--- config.mk ---
export PLATFORM = sky130hd
export DESIGN_NAME = hs_lane_tx
export DESIGN_NICKNAME = d
export VERILOG_FILES = /design/src/rtl/hs_lane_pkg.sv /design/src/rtl/hs_lane_timer.sv /design/src/rtl/hs_lane_seq.sv /design/src/rtl/hs_lane_word_out.sv /design/src/rtl/hs_lane_tx.sv
export SDC_FILE = /design/constraint.sdc
export NUM_CORES = 1
export LEC_CHECK = 0
export ABC_AREA = 0
export BUFFER_PORTS_ARGS = -buffer_cell sky130_fd_sc_hd__buf_2
export CORE_UTILIZATION = 45
export DETAILED_ROUTE_END_ITERATION = 8
export PLACE_DENSITY = 0.74
export SLEW_MARGIN = 20
export SYNTH_ARGS = -nofsm -noshare
export SYNTH_HDL_FRONTEND = slang
export SYNTH_SLANG_ARGS = --single-unit
--- constraint.sdc ---
create_clock -name clk -period 1.7 [get_ports clk]
set_clock_uncertainty 0.1 [all_clocks]
set_input_delay 0.17 -clock clk [delete_from_list [all_inputs] [get_ports clk]]
set_output_delay 0.17 -clock clk [all_outputs]
set_load 0.05 [all_outputs]
--- src/rtl/hs_lane_pkg.sv ---
package hs_lane_pkg;

    typedef enum logic [2:0] {
        LS_STOP      = 3'd0,
        LS_LP_REQ    = 3'd1,
        LS_LP_BRIDGE = 3'd2,
        LS_HS_PREP   = 3'd3,
        LS_HS_ZERO   = 3'd4,
        LS_CDC_WAIT  = 3'd5,
        LS_HS_DATA   = 3'd6,
        LS_HS_TRAIL  = 3'd7
    } lane_state_e;

endpackage

--- src/rtl/hs_lane_timer.sv ---
module hs_lane_timer #(
    parameter int CW = 4
) (
    input  logic          clk,
    input  logic          rst_n,
    input  logic          load,
    input  logic [CW-1:0] load_val,
    output logic          expired
);

    logic [CW-1:0] cnt;

    always_ff @(posedge clk) begin
        if (!rst_n) begin
            cnt <= '0;
        end else if (load) begin
            cnt <= load_val;
        end else if (cnt != '0) begin
            cnt <= cnt - 1'b1;
        end
    end

    assign expired = (cnt == '0);

    logic past_ok;
    always_ff @(posedge clk) begin
        if (!rst_n) past_ok <= 1'b0;
        else        past_ok <= 1'b1;
    end

    // The counter never runs below zero (supports R3, R8).
    assert_no_wrap_R3: assert property (@(posedge clk) disable iff (!rst_n)
        (past_ok && !$past(load) && $past(cnt) == '0) |-> cnt == '0);

endmodule

--- src/rtl/hs_lane_seq.sv ---
module hs_lane_seq
    import hs_lane_pkg::*;
#(
    parameter int LPX     = 2,
    parameter int PREP    = 1,
    parameter int ZERO    = 3,
    parameter int CDC_FIX = 1,
    parameter int TRAIL   = 2,
    parameter int CW      = 3
) (
    input  logic          clk,
    input  logic          rst_n,
    input  logic          hs_req,
    input  logic          clk_lane_active,
    input  logic          tmr_expired,
    output lane_state_e   state,
    output logic          tmr_load,
    output logic [CW-1:0] tmr_val,
    output logic          hs_ready,
    output logic          accept
);

    localparam logic [CW-1:0] LPX_M1   = CW'(LPX - 1);
    localparam logic [CW-1:0] PREP_M1  = CW'(PREP - 1);
    localparam logic [CW-1:0] ZERO_M1  = CW'(ZERO - 1);
    localparam logic [CW-1:0] CDC_M1   = CW'(CDC_FIX + 2 - 1);
    localparam logic [CW-1:0] TRAIL_M1 = CW'(TRAIL - 1);

    lane_state_e state_nx;

    // State register
    always_ff @(posedge clk) begin
        if (!rst_n) state <= LS_STOP;
        else        state <= state_nx;
    end

    // Next state and timer loading
    always_comb begin
        state_nx = state;
        tmr_load = 1'b0;
        tmr_val  = '0;
        unique case (state)
            LS_STOP: begin
                if (hs_req && clk_lane_active) begin
                    state_nx = LS_LP_REQ;
                    tmr_load = 1'b1;
                    tmr_val  = LPX_M1;
                end
            end
            LS_LP_REQ: begin
                if (!hs_req) begin
                    state_nx = LS_STOP;
                end else if (tmr_expired) begin
                    state_nx = LS_LP_BRIDGE;
                    tmr_load = 1'b1;
                    tmr_val  = LPX_M1;
                end
            end
            LS_LP_BRIDGE: begin
                if (!hs_req) begin
                    state_nx = LS_STOP;
                end else if (tmr_expired) begin
                    state_nx = LS_HS_PREP;
                    tmr_load = 1'b1;
                    tmr_val  = PREP_M1;
                end
            end
            LS_HS_PREP: begin
                if (!hs_req) begin
                    state_nx = LS_STOP;
                end else if (tmr_expired) begin
                    state_nx = LS_HS_ZERO;
                    tmr_load = 1'b1;
                    tmr_val  = ZERO_M1;
                end
            end
            LS_HS_ZERO: begin
                if (!hs_req) begin
                    state_nx = LS_STOP;
                end else if (tmr_expired) begin
                    state_nx = LS_CDC_WAIT;
                    tmr_load = 1'b1;
                    tmr_val  = CDC_M1;
                end
            end
            LS_CDC_WAIT: begin
                if (!hs_req) begin
                    state_nx = LS_STOP;
                end else if (tmr_expired) begin
                    state_nx = LS_HS_DATA;
                end
            end
            LS_HS_DATA: begin
                if (!hs_req) begin
                    state_nx = LS_HS_TRAIL;
                    tmr_load = 1'b1;
                    tmr_val  = TRAIL_M1;
                end
            end
            LS_HS_TRAIL: begin
                if (tmr_expired) state_nx = LS_STOP;
            end
            default: state_nx = LS_STOP;
        endcase
    end

    // Outputs
    always_comb begin
        hs_ready = 1'b0;
        unique case (state)
            LS_HS_DATA: hs_ready = 1'b1;
            default:    hs_ready = 1'b0;
        endcase
        accept = hs_ready && hs_req;
    end

    logic past_ok;
    always_ff @(posedge clk) begin
        if (!rst_n) past_ok <= 1'b0;
        else        past_ok <= 1'b1;
    end

    assert_gate_clk_lane_R2: assert property (@(posedge clk) disable iff (!rst_n)
        (past_ok && $past(state) == LS_STOP && state == LS_LP_REQ) |-> $past(clk_lane_active));

    assert_abort_startup_R9: assert property (@(posedge clk) disable iff (!rst_n)
        (state != LS_STOP && state != LS_HS_DATA && state != LS_HS_TRAIL && !hs_req)
        |=> state == LS_STOP);

    assert_ready_falls_late_R7: assert property (@(posedge clk) disable iff (!rst_n)
        (past_ok && $fell(hs_ready)) |-> !$past(hs_req));

endmodule

--- src/rtl/hs_lane_word_out.sv ---
module hs_lane_word_out #(
    parameter int W = 16
) (
    input  logic         clk,
    input  logic         rst_n,
    input  logic         accept,
    input  logic [W-1:0] in_word,
    output logic [W-1:0] out_word,
    output logic         out_valid
);

    always_ff @(posedge clk) begin
        if (!rst_n) begin
            out_word  <= '0;
            out_valid <= 1'b0;
        end else begin
            out_valid <= accept;
            if (accept) out_word <= in_word;
        end
    end

    logic past_ok;
    always_ff @(posedge clk) begin
        if (!rst_n) past_ok <= 1'b0;
        else        past_ok <= 1'b1;
    end

    assert_word_follows_R5: assert property (@(posedge clk) disable iff (!rst_n)
        (past_ok && out_valid) |-> out_word == $past(in_word));

    assert_hold_when_idle_R6: assert property (@(posedge clk) disable iff (!rst_n)
        (past_ok && !out_valid) |-> $stable(out_word));

endmodule

--- src/rtl/hs_lane_tx.sv ---
module hs_lane_tx
    import hs_lane_pkg::*;
#(
    parameter int W       = 16,
    parameter int LPX     = 2,
    parameter int PREP    = 1,
    parameter int ZERO    = 3,
    parameter int CDC_FIX = 1,
    parameter int TRAIL   = 2
) (
    input  logic         clk,
    input  logic         rst_n,
    input  logic         clk_lane_active,
    input  logic         hs_req,
    input  logic [W-1:0] hs_data,
    output logic         hs_ready,
    output logic [2:0]   lane_state,
    output logic [W-1:0] out_word,
    output logic         out_valid
);

    localparam int CDC_LEN = CDC_FIX + 2;
    localparam int MAX_A   = (LPX > PREP) ? LPX : PREP;
    localparam int MAX_B   = (ZERO > CDC_LEN) ? ZERO : CDC_LEN;
    localparam int MAX_C   = (MAX_A > MAX_B) ? MAX_A : MAX_B;
    localparam int MAX_D   = (MAX_C > TRAIL) ? MAX_C : TRAIL;
    localparam int CW      = (MAX_D < 2) ? 1 : $clog2(MAX_D);

    lane_state_e   st;
    logic          tmr_load;
    logic [CW-1:0] tmr_val;
    logic          tmr_expired;
    logic          accept;

    hs_lane_timer #(.CW(CW)) u_timer (
        .clk      (clk),
        .rst_n    (rst_n),
        .load     (tmr_load),
        .load_val (tmr_val),
        .expired  (tmr_expired)
    );

    hs_lane_seq #(
        .LPX     (LPX),
        .PREP    (PREP),
        .ZERO    (ZERO),
        .CDC_FIX (CDC_FIX),
        .TRAIL   (TRAIL),
        .CW      (CW)
    ) u_seq (
        .clk             (clk),
        .rst_n           (rst_n),
        .hs_req          (hs_req),
        .clk_lane_active (clk_lane_active),
        .tmr_expired     (tmr_expired),
        .state           (st),
        .tmr_load        (tmr_load),
        .tmr_val         (tmr_val),
        .hs_ready        (hs_ready),
        .accept          (accept)
    );

    hs_lane_word_out #(.W(W)) u_out (
        .clk       (clk),
        .rst_n     (rst_n),
        .accept    (accept),
        .in_word   (hs_data),
        .out_word  (out_word),
        .out_valid (out_valid)
    );

    assign lane_state = st;

    logic past_ok;
    always_ff @(posedge clk) begin
        if (!rst_n) past_ok <= 1'b0;
        else        past_ok <= 1'b1;
    end

    assert_ready_after_cdc_R3: assert property (@(posedge clk) disable iff (!rst_n)
        (past_ok && $rose(hs_ready)) |-> $past(lane_state) == 3'd5);

    assert_ready_code_R4: assert property (@(posedge clk) disable iff (!rst_n)
        hs_ready |-> lane_state == 3'd6);

    assert_trail_exit_R8: assert property (@(posedge clk) disable iff (!rst_n)
        (past_ok && $past(lane_state) == 3'd7 && lane_state != 3'd7) |-> lane_state == 3'd0);

    assert_valid_needs_req_R6: assert property (@(posedge clk) disable iff (!rst_n)
        (past_ok && out_valid) |-> ($past(hs_req) && $past(hs_ready)));

endmodule

==> results.toml <==
[status]
status = "finished clean"

[sta]
report.final.slew_viol_count = 0
relSlewSlack = 0.663
hold_viol_final = 0
finalCritPeriodShare = 0.916
clock.fmax_mhz = 642
period_needed_ns = 1.56
tns_ns = 0
setup_viol = 0
rsz0062_at_grt = "false"
tightest_slew_ns = 0.504

[layout]
num-nets-final = 190
diodes = 0
post-route-util = 0.642
final_cell_area_um2 = 1410
syn_to_final_growth_pct = 34.9
seqCellArea_um2 = 447
fillers = 189
multi_input_area_um2 = 534
drive_gt1_frac = 0.345

[grt]
grt_pass1_vias = 856
antenna_found_initial = 0
gr-total-overflow = 0
grt_pass1_wl_um = 3640
grt_max_degree = 25
grt_use_total = 0.191

[synth]
yosys.area.top_type = "dfxtp_1"
synth_area_per_cell_um2 = 8.76
synth-main-ff-cell = "dfxtp_1"
synthArstFlopShare = 0
synth.area.top_cells = "dfxtp_1 (42%), nand2_1 (13%), a21boi_2 (6.5%), a21boi_0 (5.0%), mux2i_1 (2.9%)"
syn_inst = 119
seq_area_frac_synth = 0.423
yosysWarnings = 0
ys_ff_latch = 22
synth.top_cells.by_count = "nand2_1 (36), dfxtp_1 (22), a21boi_0 (7)"
post-synth-top-count-cell = "nand2_1"
synth_edf_count = 0
yosysUniqueCellTypes = 34
synth_nets = 140
synth_area_um2 = 1040
yosys.area.top_type_share = 0.423

[routing]
via_per_inst = 4.97
wl_per_cell_um = 11.4
antenna_left = 0
drt_first_pass_iters = 4
drt_iter0_markers = 17
vias = 975
routed_wl_um = 2240
drc_errors = 0

[cts]
cts_tree = "built"
htreeDepth = 1
clock-root-buffer = "clkbuf_4"
cts.sinks = 22
clk_pin_slew_ns = 0.12
clock_path_buffers = 2
worstSkewPairLatency_ns = 0.30
numCtsBuffers = 3

[setup_path]
required_ns = 1.43
path_class = "reg2out"
cp_num_buf_inv = 1
slowest_stage = "dfxtp_2"
crit_path_max_incr_delay_ns = 0.47
cp_cell_sequence = "and3b_2, buf_2"
arrival_ns = 1.29
critPathTopFamily = "flip-flops"
critPathMaxFanout = 14
end_kind = "output port"
startpoint_type = "flip-flop"

[min_path]
hp-class = "in2reg"

[pwr]
p_sw_w = 0.000330
p_leak_nw = 0.614
power_density_nw_per_um2 = 861
p_clk_frac = 0.275
power_frac_comb = 0.258
internal_power_w = 0.000881
ir_worst_vdd_mv = 0.533
switching_share = 0.272
p_seq_frac = 0.467

[floorplan]
io_pins = 41
die_x_um = 50.1
die_area_um2 = 2510
dieHeight_um = 50.1
rows = 17
core_um2 = 2190
initial_utilization = 0.476

[place]
finalWeightedCongestion = 0.766
hpwl_um = 1530
io_buffers = 40
place_area_um2 = 1240

[job]
cap_violations = 0
==> power groups by stage <==
stage               clock, W  combinational (W)  sequential (W)
floorplan                  0           0.000203        0.000582
global placement           0           0.000277        0.000576
detailed placement         0           0.000283        0.000577
CTS                 0.000344           0.000315        0.000565
global route        0.000367           0.000352        0.000569
finish              0.000333           0.000312        0.000565
==> cells by family (layout without fill, tap and decap cells) <==
family / count (synthesis) / count (layout) / share of synthesized area
AO/OA/AOI/OAI: 28 / 28 / 0.218
multiplexers: 4 / 4 / 0.0396
AND/OR/NAND/NOR: 52 / 52 / 0.234
buffers and inverters: 11 / 60 / 0.0648
XOR/XNOR: 1 / 1 / 0.00840
flip-flops: 22 / 22 / 0.423
adder cells (fa/ha/maj): 1 / 1 / 0.0120
==> flip-flops by register name, indices dropped and copies added, names as in the netlist <==
signal,count
u_out.out_word,16
u_seq.state,3
u_timer.cnt,2
u_out.out_valid,1
==> cell type report <==
class                      instances  share of cell area
inverter                           2             0.00534
sequential                        22               0.318
multi-input combinational         86               0.380
tap                               28              0.0249
timing repair buffer              54               0.238
clock buffer                       4              0.0338
==> through the flow <==
stage               power, W  hold WS [ns]  std cells  setup WS, ns
finish               0.00121        0.0152        196         0.142
global route         0.00129       0.00747        196        0.0179
CTS                  0.00122      0.000383        196         0.117
detailed placement  0.000860         0.325        180         0.175
global placement    0.000853         0.321        180         0.263
floorplan           0.000785         0.205        119        0.0107
==> layout by cell type, fill, tap and decap left out, types with 3 or more instances in the layout <==
| master | Yosys | routed |
|---|---|---|
| dfxtp_1 | 22 | 19 |
| a21boi_1 | 4 | 4 |
| a21boi_0 | 7 | 7 |
| nor2b_1 | 3 | 3 |
| a21boi_2 | 6 | 6 |
| clkbuf_4 | 0 | 3 |
| buf_2 | 3 | 40 |
| mux2i_1 | 3 | 3 |
| nand2_1 | 36 | 36 |
| dlygate4sd3_1 | 0 | 12 |
| nor2_1 | 3 | 3 |
==> worst register-to-register path, stage by stage, from the launching register on <==
cell,delay [ns]
dfxtp_4,0.42
and3b_2,0.24
nand2_1,0.39
nand2_1,0.10
a21boi_0,0.21
==> final timing paths <==
check,depth (start not counted),endpoint,slack [ns],start
worst max-delay path,2,hs_ready,0.14,u_seq.state[1]$_SDFFE_PN0P_
worst max register to register,4,u_out.out_word[4]$_SDFFE_PN0P_,0.16,u_seq.state[0]$_SDFFE_PN0P_
worst min-delay path,3,u_out.out_word[14]$_SDFFE_PN0P_,0.02,hs_data[14]
worst min register to register,2,u_out.out_word[7]$_SDFFE_PN0P_,0.36,u_out.out_word[7]$_SDFFE_PN0P_
==> repair_timing <==
| action | in CTS | in global routing |
|---|---|---|
| hold buffers | 12 | 0 |
| hold endpoints to repair | 12 | 0 |
| gates resized for setup | 0 | 0 |
| buffers inserted | 0 | 0 |
==> per-layer routing <==
metal  wire, um  GRT usage  part of all wire  up-vias
met2       1100      0.333              0.49       38
met4         23     0.0857             0.010        0
met1        956      0.228              0.43      437
met3        159     0.0278             0.071        2
li1           -          -                 -      498
met5          0          0                 0        -
Note: power is estimated with default switching activity, not from simulation.
